**src/rtl/rsc_pkg.sv**
```systemverilog
package rsc_pkg;

    // Address-function code marking return-stack traffic
    localparam logic [2:0] FUNC_RET_STACK = 3'b011;
    localparam logic [2:0] FUNC_NONE      = 3'b000;

    // What the CPU side does this cycle
    typedef enum logic [2:0] {
        OP_IDLE,
        OP_PUSH,
        OP_POP,
        OP_SWAP,
        OP_STALL
    } cpu_op_e;

    // Background memory transfer selected this cycle
    typedef enum logic [1:0] {
        XF_NONE,
        XF_SPILL,
        XF_FILL
    } xfer_e;

    // Hysteresis marks, a quarter of the capacity in from each end
    function automatic int unsigned low_mark(input int unsigned depth);
        return depth / 4;
    endfunction

    function automatic int unsigned high_mark(input int unsigned depth);
        return depth - depth / 4;
    endfunction

endpackage

```
**src/rtl/rsc_ring.sv**
```systemverilog
module rsc_ring #(
    parameter  int DEPTH = 8,
    parameter  int DW    = 16,
    localparam int IW    = $clog2(DEPTH)
) (
    input  logic          clk,
    input  logic          wr_en,
    input  logic [IW-1:0] wr_idx,
    input  logic [DW-1:0] wr_data,
    input  logic [IW-1:0] top_idx,
    output logic [DW-1:0] top_data,
    input  logic [IW-1:0] old_idx,
    output logic [DW-1:0] old_data
);

    logic [DW-1:0] slot [DEPTH];

    // One register per slot, each loaded only when addressed
    for (genvar gi = 0; gi < DEPTH; gi++) begin : g_slot
        always_ff @(posedge clk) begin
            if (wr_en && (wr_idx == IW'(gi))) begin
                slot[gi] <= wr_data;
            end
        end
    end

    assign top_data = slot[top_idx];
    assign old_data = slot[old_idx];

endmodule

```
**src/rtl/rsc_ctrl.sv**
```systemverilog
module rsc_ctrl
    import rsc_pkg::*;
#(
    parameter  int DEPTH = 8,
    localparam int IW    = $clog2(DEPTH),
    localparam int CW    = $clog2(DEPTH + 1)
) (
    input  logic          clk,
    input  logic          rst,
    input  logic          push,
    input  logic          pop,
    input  logic          ext_has,
    output cpu_op_e       op,
    output xfer_e         xfer,
    output logic [IW-1:0] head_q,
    output logic [IW-1:0] tail_q,
    output logic [CW-1:0] occ_q,
    output logic          ready
);

    localparam logic [CW-1:0] FULL    = CW'(DEPTH);
    localparam logic [CW-1:0] LO_MARK = CW'(low_mark(DEPTH));
    localparam logic [CW-1:0] HI_MARK = CW'(high_mark(DEPTH));

    // CPU request decode with stall detection
    always_comb begin
        ready = 1'b1;
        op    = OP_IDLE;
        if (pop && (occ_q == '0)) begin
            ready = 1'b0;
            op    = OP_STALL;
        end else if (push && !pop && (occ_q == FULL)) begin
            ready = 1'b0;
            op    = OP_STALL;
        end else if (push && pop) begin
            op = OP_SWAP;
        end else if (push) begin
            op = OP_PUSH;
        end else if (pop) begin
            op = OP_POP;
        end
    end

    // Background transfer only when the CPU side is not using the ring
    always_comb begin
        xfer = XF_NONE;
        if ((op == OP_IDLE) || (op == OP_STALL)) begin
            if (occ_q > HI_MARK) begin
                xfer = XF_SPILL;
            end else if ((occ_q < LO_MARK) && ext_has) begin
                xfer = XF_FILL;
            end
        end
    end

    always_ff @(posedge clk) begin
        if (rst) begin
            head_q <= '0;
            tail_q <= '0;
            occ_q  <= '0;
        end else begin
            unique case (op)
                OP_PUSH: begin
                    head_q <= head_q + 1'b1;
                    occ_q  <= occ_q + 1'b1;
                end
                OP_POP: begin
                    head_q <= head_q - 1'b1;
                    occ_q  <= occ_q - 1'b1;
                end
                default: begin
                    if (xfer == XF_SPILL) begin
                        tail_q <= tail_q + 1'b1;
                        occ_q  <= occ_q - 1'b1;
                    end else if (xfer == XF_FILL) begin
                        tail_q <= tail_q - 1'b1;
                        occ_q  <= occ_q + 1'b1;
                    end
                end
            endcase
        end
    end

endmodule

```
**src/rtl/rsc_memptr.sv**
```systemverilog
module rsc_memptr
    import rsc_pkg::*;
#(
    parameter int AW = 16
) (
    input  logic          clk,
    input  logic          rst,
    input  logic [AW-1:0] rst_sp,
    input  xfer_e         xfer,
    output logic [AW-1:0] ptr_q,
    output logic [AW-1:0] base_q,
    output logic          ext_has,
    output logic [AW-1:0] addr
);

    localparam logic [AW-1:0] STEP = AW'(2);

    always_ff @(posedge clk) begin
        if (rst) begin
            ptr_q  <= rst_sp;
            base_q <= rst_sp;
        end else if (xfer == XF_SPILL) begin
            ptr_q <= ptr_q - STEP;
        end else if (xfer == XF_FILL) begin
            ptr_q <= ptr_q + STEP;
        end
    end

    assign ext_has = (ptr_q != base_q);
    assign addr    = (xfer == XF_SPILL) ? (ptr_q - STEP) : ptr_q;

endmodule

```
**src/rtl/rs_cache.sv**
```systemverilog
module rs_cache
    import rsc_pkg::*;
#(
    parameter  int DEPTH = 8,
    parameter  int DW    = 16,
    parameter  int AW    = 16,
    localparam int IW    = $clog2(DEPTH),
    localparam int CW    = $clog2(DEPTH + 1)
) (
    input  logic          clk,
    input  logic          rst,
    input  logic [AW-1:0] rst_sp,
    input  logic          cpu_push,
    input  logic          cpu_pop,
    input  logic [DW-1:0] cpu_wdata,
    output logic [DW-1:0] cpu_rdata,
    output logic          cpu_ready,
    output logic          mem_req,
    output logic          mem_we,
    output logic [2:0]    mem_func,
    output logic [AW-1:0] mem_addr,
    output logic [DW-1:0] mem_wdata,
    input  logic [DW-1:0] mem_rdata
);

    cpu_op_e       op;
    xfer_e         xfer;
    logic [IW-1:0] head, tail, top_idx, wr_idx;
    logic [CW-1:0] occ;
    logic [AW-1:0] sp_ptr, sp_base;
    logic          ext_has, wr_en;
    logic [DW-1:0] wr_data;

    rsc_ctrl #(.DEPTH(DEPTH)) u_ctrl (
        .clk     (clk),
        .rst     (rst),
        .push    (cpu_push),
        .pop     (cpu_pop),
        .ext_has (ext_has),
        .op      (op),
        .xfer    (xfer),
        .head_q  (head),
        .tail_q  (tail),
        .occ_q   (occ),
        .ready   (cpu_ready)
    );

    rsc_memptr #(.AW(AW)) u_ptr (
        .clk     (clk),
        .rst     (rst),
        .rst_sp  (rst_sp),
        .xfer    (xfer),
        .ptr_q   (sp_ptr),
        .base_q  (sp_base),
        .ext_has (ext_has),
        .addr    (mem_addr)
    );

    assign top_idx = head - 1'b1;

    // Single write port: CPU writes and fills never share a cycle
    always_comb begin
        wr_en   = 1'b0;
        wr_idx  = head;
        wr_data = cpu_wdata;
        if (op == OP_PUSH) begin
            wr_en = 1'b1;
        end else if (op == OP_SWAP) begin
            wr_en  = 1'b1;
            wr_idx = top_idx;
        end else if (xfer == XF_FILL) begin
            wr_en   = 1'b1;
            wr_idx  = tail - 1'b1;
            wr_data = mem_rdata;
        end
    end

    rsc_ring #(.DEPTH(DEPTH), .DW(DW)) u_ring (
        .clk      (clk),
        .wr_en    (wr_en),
        .wr_idx   (wr_idx),
        .wr_data  (wr_data),
        .top_idx  (top_idx),
        .top_data (cpu_rdata),
        .old_idx  (tail),
        .old_data (mem_wdata)
    );

    assign mem_req  = (xfer != XF_NONE);
    assign mem_we   = (xfer == XF_SPILL);
    assign mem_func = mem_req ? FUNC_RET_STACK : FUNC_NONE;

endmodule

```
**config.mk**
```make
export PLATFORM = sky130hd
export DESIGN_NAME = rs_cache
export DESIGN_NICKNAME = d
export VERILOG_FILES = /design/src/rtl/rsc_pkg.sv /design/src/rtl/rsc_ring.sv /design/src/rtl/rsc_ctrl.sv /design/src/rtl/rsc_memptr.sv /design/src/rtl/rs_cache.sv
export SDC_FILE = /design/constraint.sdc
export NUM_CORES = 1
export LEC_CHECK = 0
export BUFFER_PORTS_ARGS = -buffer_cell sky130_fd_sc_hd__buf_2
export CAP_MARGIN = 20
export CORE_UTILIZATION = 63
export DETAILED_ROUTE_END_ITERATION = 16
export HOLD_SLACK_MARGIN = 0.08
export MAX_ROUTING_LAYER = met4
export PLACE_DENSITY = 0.93
export SLEW_MARGIN = 30
export SYNTH_ARGS = -nofsm -noshare
export SYNTH_HDL_FRONTEND = slang
export SYNTH_SLANG_ARGS = --single-unit
```
**constraint.sdc**
```tcl
create_clock -name clk -period 9.8 [get_ports clk]
set_clock_uncertainty 0.2 [all_clocks]
set_input_delay 0.98 -clock clk [delete_from_list [all_inputs] [get_ports clk]]
set_output_delay 0.98 -clock clk [all_outputs]
set_load 0.1 [all_outputs]
```
---- Word level (Yosys, flattened, before mapping) ----
Memories as Yosys holds them, arrays and structs flattened. A register that Yosys moved wholly into a read port is not among the register bits.
Index checks and enable logic that the tools add are counted.
word-level totals
  memory bits (writable) .................. 128
  register bits ........................... 42
  input bits .............................. 52
  memories ................................ 1
  word-level logic and storage cells ...... 133
  output and inout bits ................... 54
memories
  name         words  width  rd ports  clocked after Yosys merged registers in  wr ports  line            RTL
  u_ring.slot  8      16     2         1                                        1         rsc_ring.sv:16  logic [DW-1:0] slot [DEPTH];
cells by class
  add/sub/neg operators ................... 8
  equal/unequal tests ..................... 15
  bitwise gates (word level) .............. 1
  reductions and logical operators ........ 32
  mux-type cells .......................... 69
  order comparisons ....................... 2
operators by type and width
  operator               count
  $mux 16                14
  $reduce_or 16->1       7
  $mux 3                 18
  $mux 1                 28
  $add 16x2->16 const B  1
  $ne 16x16->1           1
  $sub 16x2->16 const B  1
  $eq 3x3->1 const B     5
  $logic_and 1x1->1      13
  $eq 3x2->1 const B     4
  $mux 2                 5
  $mux 4                 2
  $pmux 4 s2             1
  $add 3x1->3 const B    2
  $eq 3x1->1 const B     2
  $logic_not 3->1        2
  $pmux 3 s2             1
  $reduce_bool 2->1      3
  $sub 3x1->3 const B    2
  $add 4x1->4 const B    1
  $eq 4x4->1 const B     1
  $gt 4x3->1 const B     1
  $logic_not 4->1        1
  $lt 4x2->1 const B     1
  other kinds (10)       10

---- Depth between registers and ports, before layout ----
Gate-level depths: netlist (run 1).
  word-level depth ........................ 24
  depth in mapped cells ................... 11
  depth with buffers taken out ............ 9

---- Cells and area by module ----
From an unflattened synthesis (run 1), not the netlist that was laid out.
unflattened totals
  cell total of the unflattened synthesis .. 634
  area total of the unflattened synthesis .. 9,562.9 µm²
by module, submodules not included
  module      times used  cells each  seq. area each (µm²)  area an instance (µm²)
  rsc_ring    1           255         3,843.7               6,044.5
  rsc_memptr  1           219         960.9                 2,167.1
  rsc_ctrl    1           114         200.2                 915.9
  rs_cache    1           46          0.0                   435.4

---- Worst setup path before layout (run 1) ----
No wires, ideal clock.
  path kind ............................... input -> output
  from .................................... in cpu_pop
  to ...................................... out mem_addr[6]
  buffers on the path ..................... 2
  required time ........................... 8.620 ns
  arrival ................................. 3.904 ns
  cell stages on the path ................. 8
  setup slack ............................. 4.716 ns
  path through ............................ buf_2 -> xnor2_1 -> o22ai_1 -> nand2_1 -> inv_1 -> buf_4 -> nand3_1 -> xnor2_1
between the ends
  word-level cells in the longest chain between the ends .. 10
  elaborated cells on any way between the ends .. 16
  those cells by class .................... eq/ne: 2; mux: 7; reduce/logical: 7
ends and longest elaborated chain
  what                                           line                            RTL
  from (decl)                                    rs_cache.sv:14                  input logic cpu_pop,
  $mux 2 or $logic_not 1->1 (tied branches)      rsc_ctrl.sv:39, rsc_ctrl.sv:32
  $mux 3 or $logic_and 1x1->1 (tied branches)    rsc_ctrl.sv:37, rsc_ctrl.sv:32
  $mux 3 or $logic_and 1x1->1 (tied branches)    rsc_ctrl.sv:35, rsc_ctrl.sv:32
  $mux 3                                         rsc_ctrl.sv:32                  end else if (push && !pop && (occ_q == FULL)) begin
  $mux 3 (*)                                     rsc_ctrl.sv:29                  if (pop && (occ_q == '0)) begin
  $eq 3x3->1 or $logic_not 3->1 (tied branches)  rsc_ctrl.sv:47                  if ((op == OP_IDLE) || (op == OP_STALL)) begin
  $logic_or 1x1->1 (*)                           rsc_ctrl.sv:47
  $mux 2 (*)                                     rsc_ctrl.sv:47
  $eq 2x1->1 (*)                                 -
  via mem_we                                     rs_cache.sv:19                  output logic mem_we,
  $mux 16 (*)                                    rsc_memptr.sv:30                assign addr = (xfer == XF_SPILL) ? (ptr_q - STEP) : ptr_q;
  to (decl)                                      rs_cache.sv:21                  output logic [AW-1:0] mem_addr,
Mark *: on every way through the listed nets, which the timed path passes. The rest lies on a longest branch.

---- Final worst setup path (run 1) ----
  from .................................... reg u_ctrl.occ_q[1]
  to ...................................... out mem_addr[6]
between the ends
  word-level cells in the longest chain between the ends .. 9
  elaborated cells on any way between the ends .. 17
  those cells by class .................... order compare: 2; eq/ne: 3; mux: 6; reduce/logical: 6
ends and longest elaborated chain
  what                                           line              RTL
  from (decl)                                    rsc_ctrl.sv:17    output logic [CW-1:0] occ_q,
  from (signal assigned)                         rsc_ctrl.sv:65    occ_q <= occ_q + 1'b1;
  from (signal assigned)                         rsc_ctrl.sv:69    occ_q <= occ_q - 1'b1;
  from (signal assigned)                         rsc_ctrl.sv:74    occ_q <= occ_q - 1'b1;
  $eq 4x4->1                                     rsc_ctrl.sv:32
  $logic_and 1x1->1                              rsc_ctrl.sv:32
  $mux 3                                         rsc_ctrl.sv:32
  $mux 3                                         rsc_ctrl.sv:29
  $eq 3x3->1 or $logic_not 3->1 (tied branches)  rsc_ctrl.sv:47
  $logic_or 1x1->1                               rsc_ctrl.sv:47
  $mux 2 (*)                                     rsc_ctrl.sv:47
  $eq 2x1->1 (*)                                 rsc_memptr.sv:30
  $mux 16 (*)                                    rsc_memptr.sv:30
Every way passes the cells marked *; elsewhere a longest branch is shown, timed or not.

==> results of run 1 <==
-- final cells by class --
type | instances | share of cell area, %
Sequential cell | 173 | 49.4
Tap cell | 180 | 2.20
Clock buffer | 17 | 4.15
Multi-Input combinational cell | 353 | 36.0
Clock inverter | 15 | 1.72
Timing Repair Buffer | 116 | 6.02
Inverter | 13 | 0.476
-- registers in the layout (all words and copies together) (netlist names), named ones only --
| name | flops |
|---|---|
| u_ptr.base_q | 16 |
| u_ring.slot | 128 |
| u_ctrl.head_q | 3 |
| u_ctrl.occ_q | 4 |
| u_ptr.ptr_q | 16 |
| u_ctrl.tail_q | 3 |
-- per-stage QoR --
step                      utilization, %  cells  cell area (µm²)  hold WS (ns)
after floorplan                        -    586             9010         0.265
after global placement              69.1    833             9630         0.277
after detailed placement            69.2    835             9650         0.310
after CTS                           73.5    867            10200         0.318
after global routing                73.6    867            10300         0.354
final                               73.6    867            10300         0.329
-- logic make-up after synthesis --
group                      after synthesis  share of synthesized area (%)
DFF                                    173                           56.2
muxes                                  115                           22.4
and+or+nand+nor                        107                           6.78
AOI/OAI and AO/OA                       69                           5.20
buffers and inverters                   60                           3.10
xor gates and xnor gates                52                           5.06
adders and majority gates                9                           1.25
other                                    1                         0.0416
-- metal layers --
layer	global-route usage [%]	share of wire, %	vias to the layer above
met2	50.7	52	366
met4	12.3	2.8	0
li1	-	-	2489
met3	6.13	7.5	51
met5	-	0	-
met1	37.8	38	2925
-- how the worst max path moves through the flow --
stage               startpoint                 to  slack, ns  depth (start not counted)
2_1_floorplan          cpu_pop        mem_addr[6]       4.72                          8
4_1_cts        u_ctrl.occ_q[1]        mem_addr[6]       5.40                          9
3_5_place_dp           cpu_pop        mem_addr[6]       5.52                          8
3_3_place_gp           cpu_pop  u_ring.slot[5][9]       5.65                          7
5_1_grt        u_ctrl.occ_q[1]        mem_addr[6]       5.06                          9
6_report       u_ctrl.occ_q[1]        mem_addr[6]       5.35                          9
-- cell usage after synthesis (all sizes together), types with 5 or more instances --
cell / number / share of area [%]
nand2: 31 / 1.3
buf: 24 / 1.6
clkbuf: 23 / 0.96
xnor2: 22 / 2.1
nor3: 6 / 0.33
xor2: 30 / 2.9
edfxtp: 160 / 53
ha: 9 / 1.3
mux2: 49 / 6.1
dfxtp: 13 / 2.9
nand3: 8 / 0.44
nand4: 9 / 0.69
a21oi: 9 / 0.50
mux4: 64 / 16
o21ai: 27 / 1.5
nor2: 23 / 0.96
inv: 13 / 0.54
o22ai: 8 / 0.56
nor4: 5 / 0.51
-- critical path, cell delays in order (launching register included) --
cell      delay, ns
dfxtp_1        0.44
inv_1          0.13
ha_1           0.23
nand2b_1       0.16
o22ai_1        0.52
nand2_1        0.16
inv_1          0.33
nand3_1        0.19
xnor2_1        0.20
buf_2          0.46
==> results_dict.tcl, run 1 <==
set metrics [dict create \
    status "finished, final reports clean" \
    rows 43 \
    dieArea_um2 14800 \
    tightestPinTransition_ns 0.956 \
    grt_pass1_vias 5721 \
    dp_hpwl_mm 13.4 \
    wire_per_inst_um 24.1 \
    r2r-end "u_ring.slot[7][10]" \
    seqCellArea_um2 5070 \
    first_pass_iters 5 \
    timing.rr.start "u_ptr.ptr_q[7]" \
    cts.sinks 173 \
    holdCritStartpoint "u_ctrl.head_q[1]" \
    grt_usage_pct 30.9 \
    rsz0062_at_grt "false" \
    async_reset_ff_share_pct 0 \
    ys.flop_type "edfxtp_1" \
    clk_pin_slew_worst_paths_ns 0.07 \
    syn_area_per_cell_um2 15.4 \
    cp_max_fo 11 \
    slew_headroom_pct 36.2 \
    globalplace.congestion 0.875 \
    overflow 0 \
    cts_buffers 17 \
    ctsHoldBuffers 0 \
    synth_seq_cells 173 \
    layout_commonest_cell "edfxtp_1" \
    routed_via_density 6.73 \
    cts_tree "done" \
    syn_inst 586 \
    coreArea_um2 13900 \
    htree_levels 4 \
    clock_latency_ns 0.44 \
    hold_viol_final 0 \
    antenna_found_initial 0 \
    fin_crit_sh_pct 45.4 \
    ys_types 64 \
    initial_core_util_pct 64.6 \
    grt_pass1_wl_mm 31.9 \
    multi_input_area_um2 3690 \
    hold_end "u_ctrl.head_q[1]" \
    clock_path_buffers 2 \
    setup_slack_ns 5.35 \
    ioPinCount 106 \
    n_antenna_cell 0 \
    die_y_um 122 \
    postCtsSetupRepairBufs 0 \
    drc_errors 0 \
    drt_iter0_drc 606 \
    cts-root-buf "clkbuf_16" \
    synth-edff-count 160 \
    mostFrequentLayoutCells "edfxtp_1, buf_2, mux4_2" \
    drive_gt1_share_pct 42.1 \
    hold_class "flip-flop to flip-flop" \
    synth_seq_area_share_pct 56.2 \
    io_buffers 104 \
    setup_violations 0 \
    maxCapViolations 0 \
    cp.required_ns 8.62 \
    fp.dieW_um 122 \
    fin_nets 735 \
    num_vias 5831 \
    nFillCells 798 \
    cts_resized 0 \
    critPathLaunchType "flip-flop" \
    syn-num-nets 647 \
    r2r_cells 6 \
    report.final.slew_viol_count 0 \
    end_kind "primary output" \
    setup_tns_ns 0 \
    critical_path_class "flip-flop to primary output" \
    min_path_cells 2 \
    syn2layout_area_growth_pct 13.8 \
    fmax_mhz 225 \
    ant_nets 0 \
    routed_wl_mm 20.9 \
    ys_warn_count 0 \
    reg2reg_slack_ns 5.68 \
    netlist_area_um2 9010 \
    grt_start_max_net_pins 62 \
    dp_slack_ns 5.52 \
    arrival_ns 3.27 \
    min_period_ns 4.45 \
]
Power of run 1 is not shown: default switching activity piles up to over one toggle a cycle in this logic, so the estimate is an artifact.
==> run 2: changes to the inputs <==
--- a/config.mk
+++ b/config.mk
@@ -7,11 +7,11 @@
 export LEC_CHECK = 0
 export BUFFER_PORTS_ARGS = -buffer_cell sky130_fd_sc_hd__buf_2
 export CAP_MARGIN = 20
-export CORE_UTILIZATION = 63
+export CORE_UTILIZATION = 53
 export DETAILED_ROUTE_END_ITERATION = 16
 export HOLD_SLACK_MARGIN = 0.08
 export MAX_ROUTING_LAYER = met4
-export PLACE_DENSITY = 0.93
+export PLACE_DENSITY = 0.84
 export SLEW_MARGIN = 30
 export SYNTH_ARGS = -nofsm -noshare
 export SYNTH_HDL_FRONTEND = slang
==> constraint.sdc (replaced) <==
create_clock -name clk -period 3.89 [get_ports clk]
set_clock_uncertainty 0.2 [all_clocks]
set_input_delay 0.389 -clock clk [delete_from_list [all_inputs] [get_ports clk]]
set_output_delay 0.389 -clock clk [all_outputs]
set_load 0.1 [all_outputs]
==> results_dict.tcl, run 2 (synthesis results as in run 1) <==
set metrics [dict create \
    min_path_cells 2 \
    routed_via_density 6.13 \
    arrival_ns 3.05 \
    holdCritStartpoint "cpu_wdata[12]" \
    wl_met3_mm 1.14 \
    ioPinCount 106 \
    wl_met1_mm 7.90 \
    drive_gt1_share_pct 41.8 \
    regMostFlops "u_ring.slot" \
    fp.dieW_um 132 \
    end_kind "primary output" \
    setup_tns_ns 0 \
    multi_input_area_um2 3710 \
    fin_nets 756 \
    antenna_found_initial 0 \
    clock_latency_ns 0.43 \
    maxCapViolations 0 \
    initial_core_util_pct 54.3 \
    htree_levels 4 \
    hold_end "u_ring.slot[2][12]" \
    clk_pin_slew_worst_paths_ns 0.07 \
    timing.rr.start "u_ptr.ptr_q[3]" \
    r2r_cells 7 \
    hold_class "primary input to flip-flop" \
    critPathLaunchType "flip-flop" \
    rsz0062_at_grt "false" \
    rows 47 \
    seqCellArea_um2 5070 \
    setup_violations 0 \
    cts.sinks 173 \
    status "finished, final reports clean" \
    overflow 0 \
    min_period_ns 3.64 \
    first_pass_iters 5 \
    postCtsSetupRepairBufs 0 \
    grt_usage_pct 25.1 \
    clock_path_buffers 2 \
    cts_tree "done" \
    routed_wl_mm 20.4 \
    setup.worst_path.start "u_ptr.ptr_q[3]" \
    grt_pass1_wl_mm 32.1 \
    met2WireLength_mm 10.9 \
    n_antenna_cell 0 \
    mostFrequentLayoutCells "edfxtp_1, buf_2, mux4_2" \
    reg2reg_slack_ns 0.58 \
    drt_iter0_drc 450 \
    num_vias 5686 \
    cp.required_ns 3.30 \
    slew_headroom_pct 47.8 \
    hold_viol_final 0 \
    r2r-end "u_ring.slot[5][15]" \
    reg_top3 "u_ring.slot: 128 flops, u_ptr.base_q: 16 flops, u_ptr.ptr_q: 16 flops" \
    fin_crit_sh_pct 93.6 \
    largest_register_ffs 128 \
    grt_start_max_net_pins 36 \
    syn2layout_area_growth_pct 16.5 \
    cp_max_fo 11 \
    coreArea_um2 16600 \
    dieArea_um2 17500 \
    io_buffers 104 \
    ant_nets 0 \
    drc_errors 0 \
    tightestPinTransition_ns 0.783 \
    report.final.slew_viol_count 0 \
    cts-root-buf "clkbuf_16" \
    cts_buffers 17 \
    layout_commonest_cell "edfxtp_1" \
    wire_per_inst_um 22.0 \
    grt_pass1_vias 5915 \
    top_layer "met4" \
    critical_path_class "flip-flop to primary output" \
    fmax_mhz 275 \
    globalplace.congestion 0.890 \
    dp_hpwl_mm 13.0 \
    nFillCells 1179 \
    die_y_um 132 \
]
-- run 2: cell type report --
| cell class | count | share of cell area (%) |
|---|---|---|
| Clock inverter | 14 | 1.39 |
| Multi-Input combinational cell | 353 | 35.3 |
| Tap cell | 220 | 2.62 |
| Timing Repair Buffer | 137 | 7.82 |
| Clock buffer | 18 | 4.09 |
| Sequential cell | 173 | 48.3 |
| Inverter | 13 | 0.465 |
-- run 2: worst max-delay path by stage --
stage | end | slack (ns) | depth (start not counted)
floorplan | mem_addr[1] | 0.004 | 9
global placement | mem_addr[6] | 0.77 | 9
finish | mem_addr[15] | 0.25 | 6
detailed placement | u_ptr.ptr_q[10] | 0.61 | 8
global route | mem_addr[6] | 0.05 | 9
CTS | mem_addr[6] | 0.18 | 9
-- run 2: worst max-delay path: stages, from the launching register on --
cell      delay (ns)
edfxtp_1        0.57
or4_4           0.63
nor4b_2         0.29
nand2_2         0.20
nor3_1          0.28
xor2_1          0.18
buf_2           0.45
-- run 2: metrics by stage --
step	setup WS, ns	std cells	hold slack [ns]	util [%]	instance area [µm²]
2_1_floorplan	0.00400	586	0.265	-	9030
3_3_place_gp	0.770	880	0.273	58.8	9750
3_5_place_dp	0.613	880	0.288	58.8	9750
4_1_cts	0.175	928	0.159	63.3	10500
5_1_grt	0.0536	928	0.171	63.3	10500
6_report	0.251	928	0.172	63.3	10500
-- run 2: repair_timing --
item                                    4_1_cts  5_1_grt
endpoints found under the setup margin        0        7
hold buffers                                 16        0
hold endpoints to repair                     29        0
resized for setup                             0        1
-- run 2: metal layers --
metal	up-vias	track usage (%)
met3	35	4.15
met2	242	43.4
met5	-	-
li1	2522	-
met4	0	8.88
met1	2887	29.7
Power of run 2 is left out for the same reason.
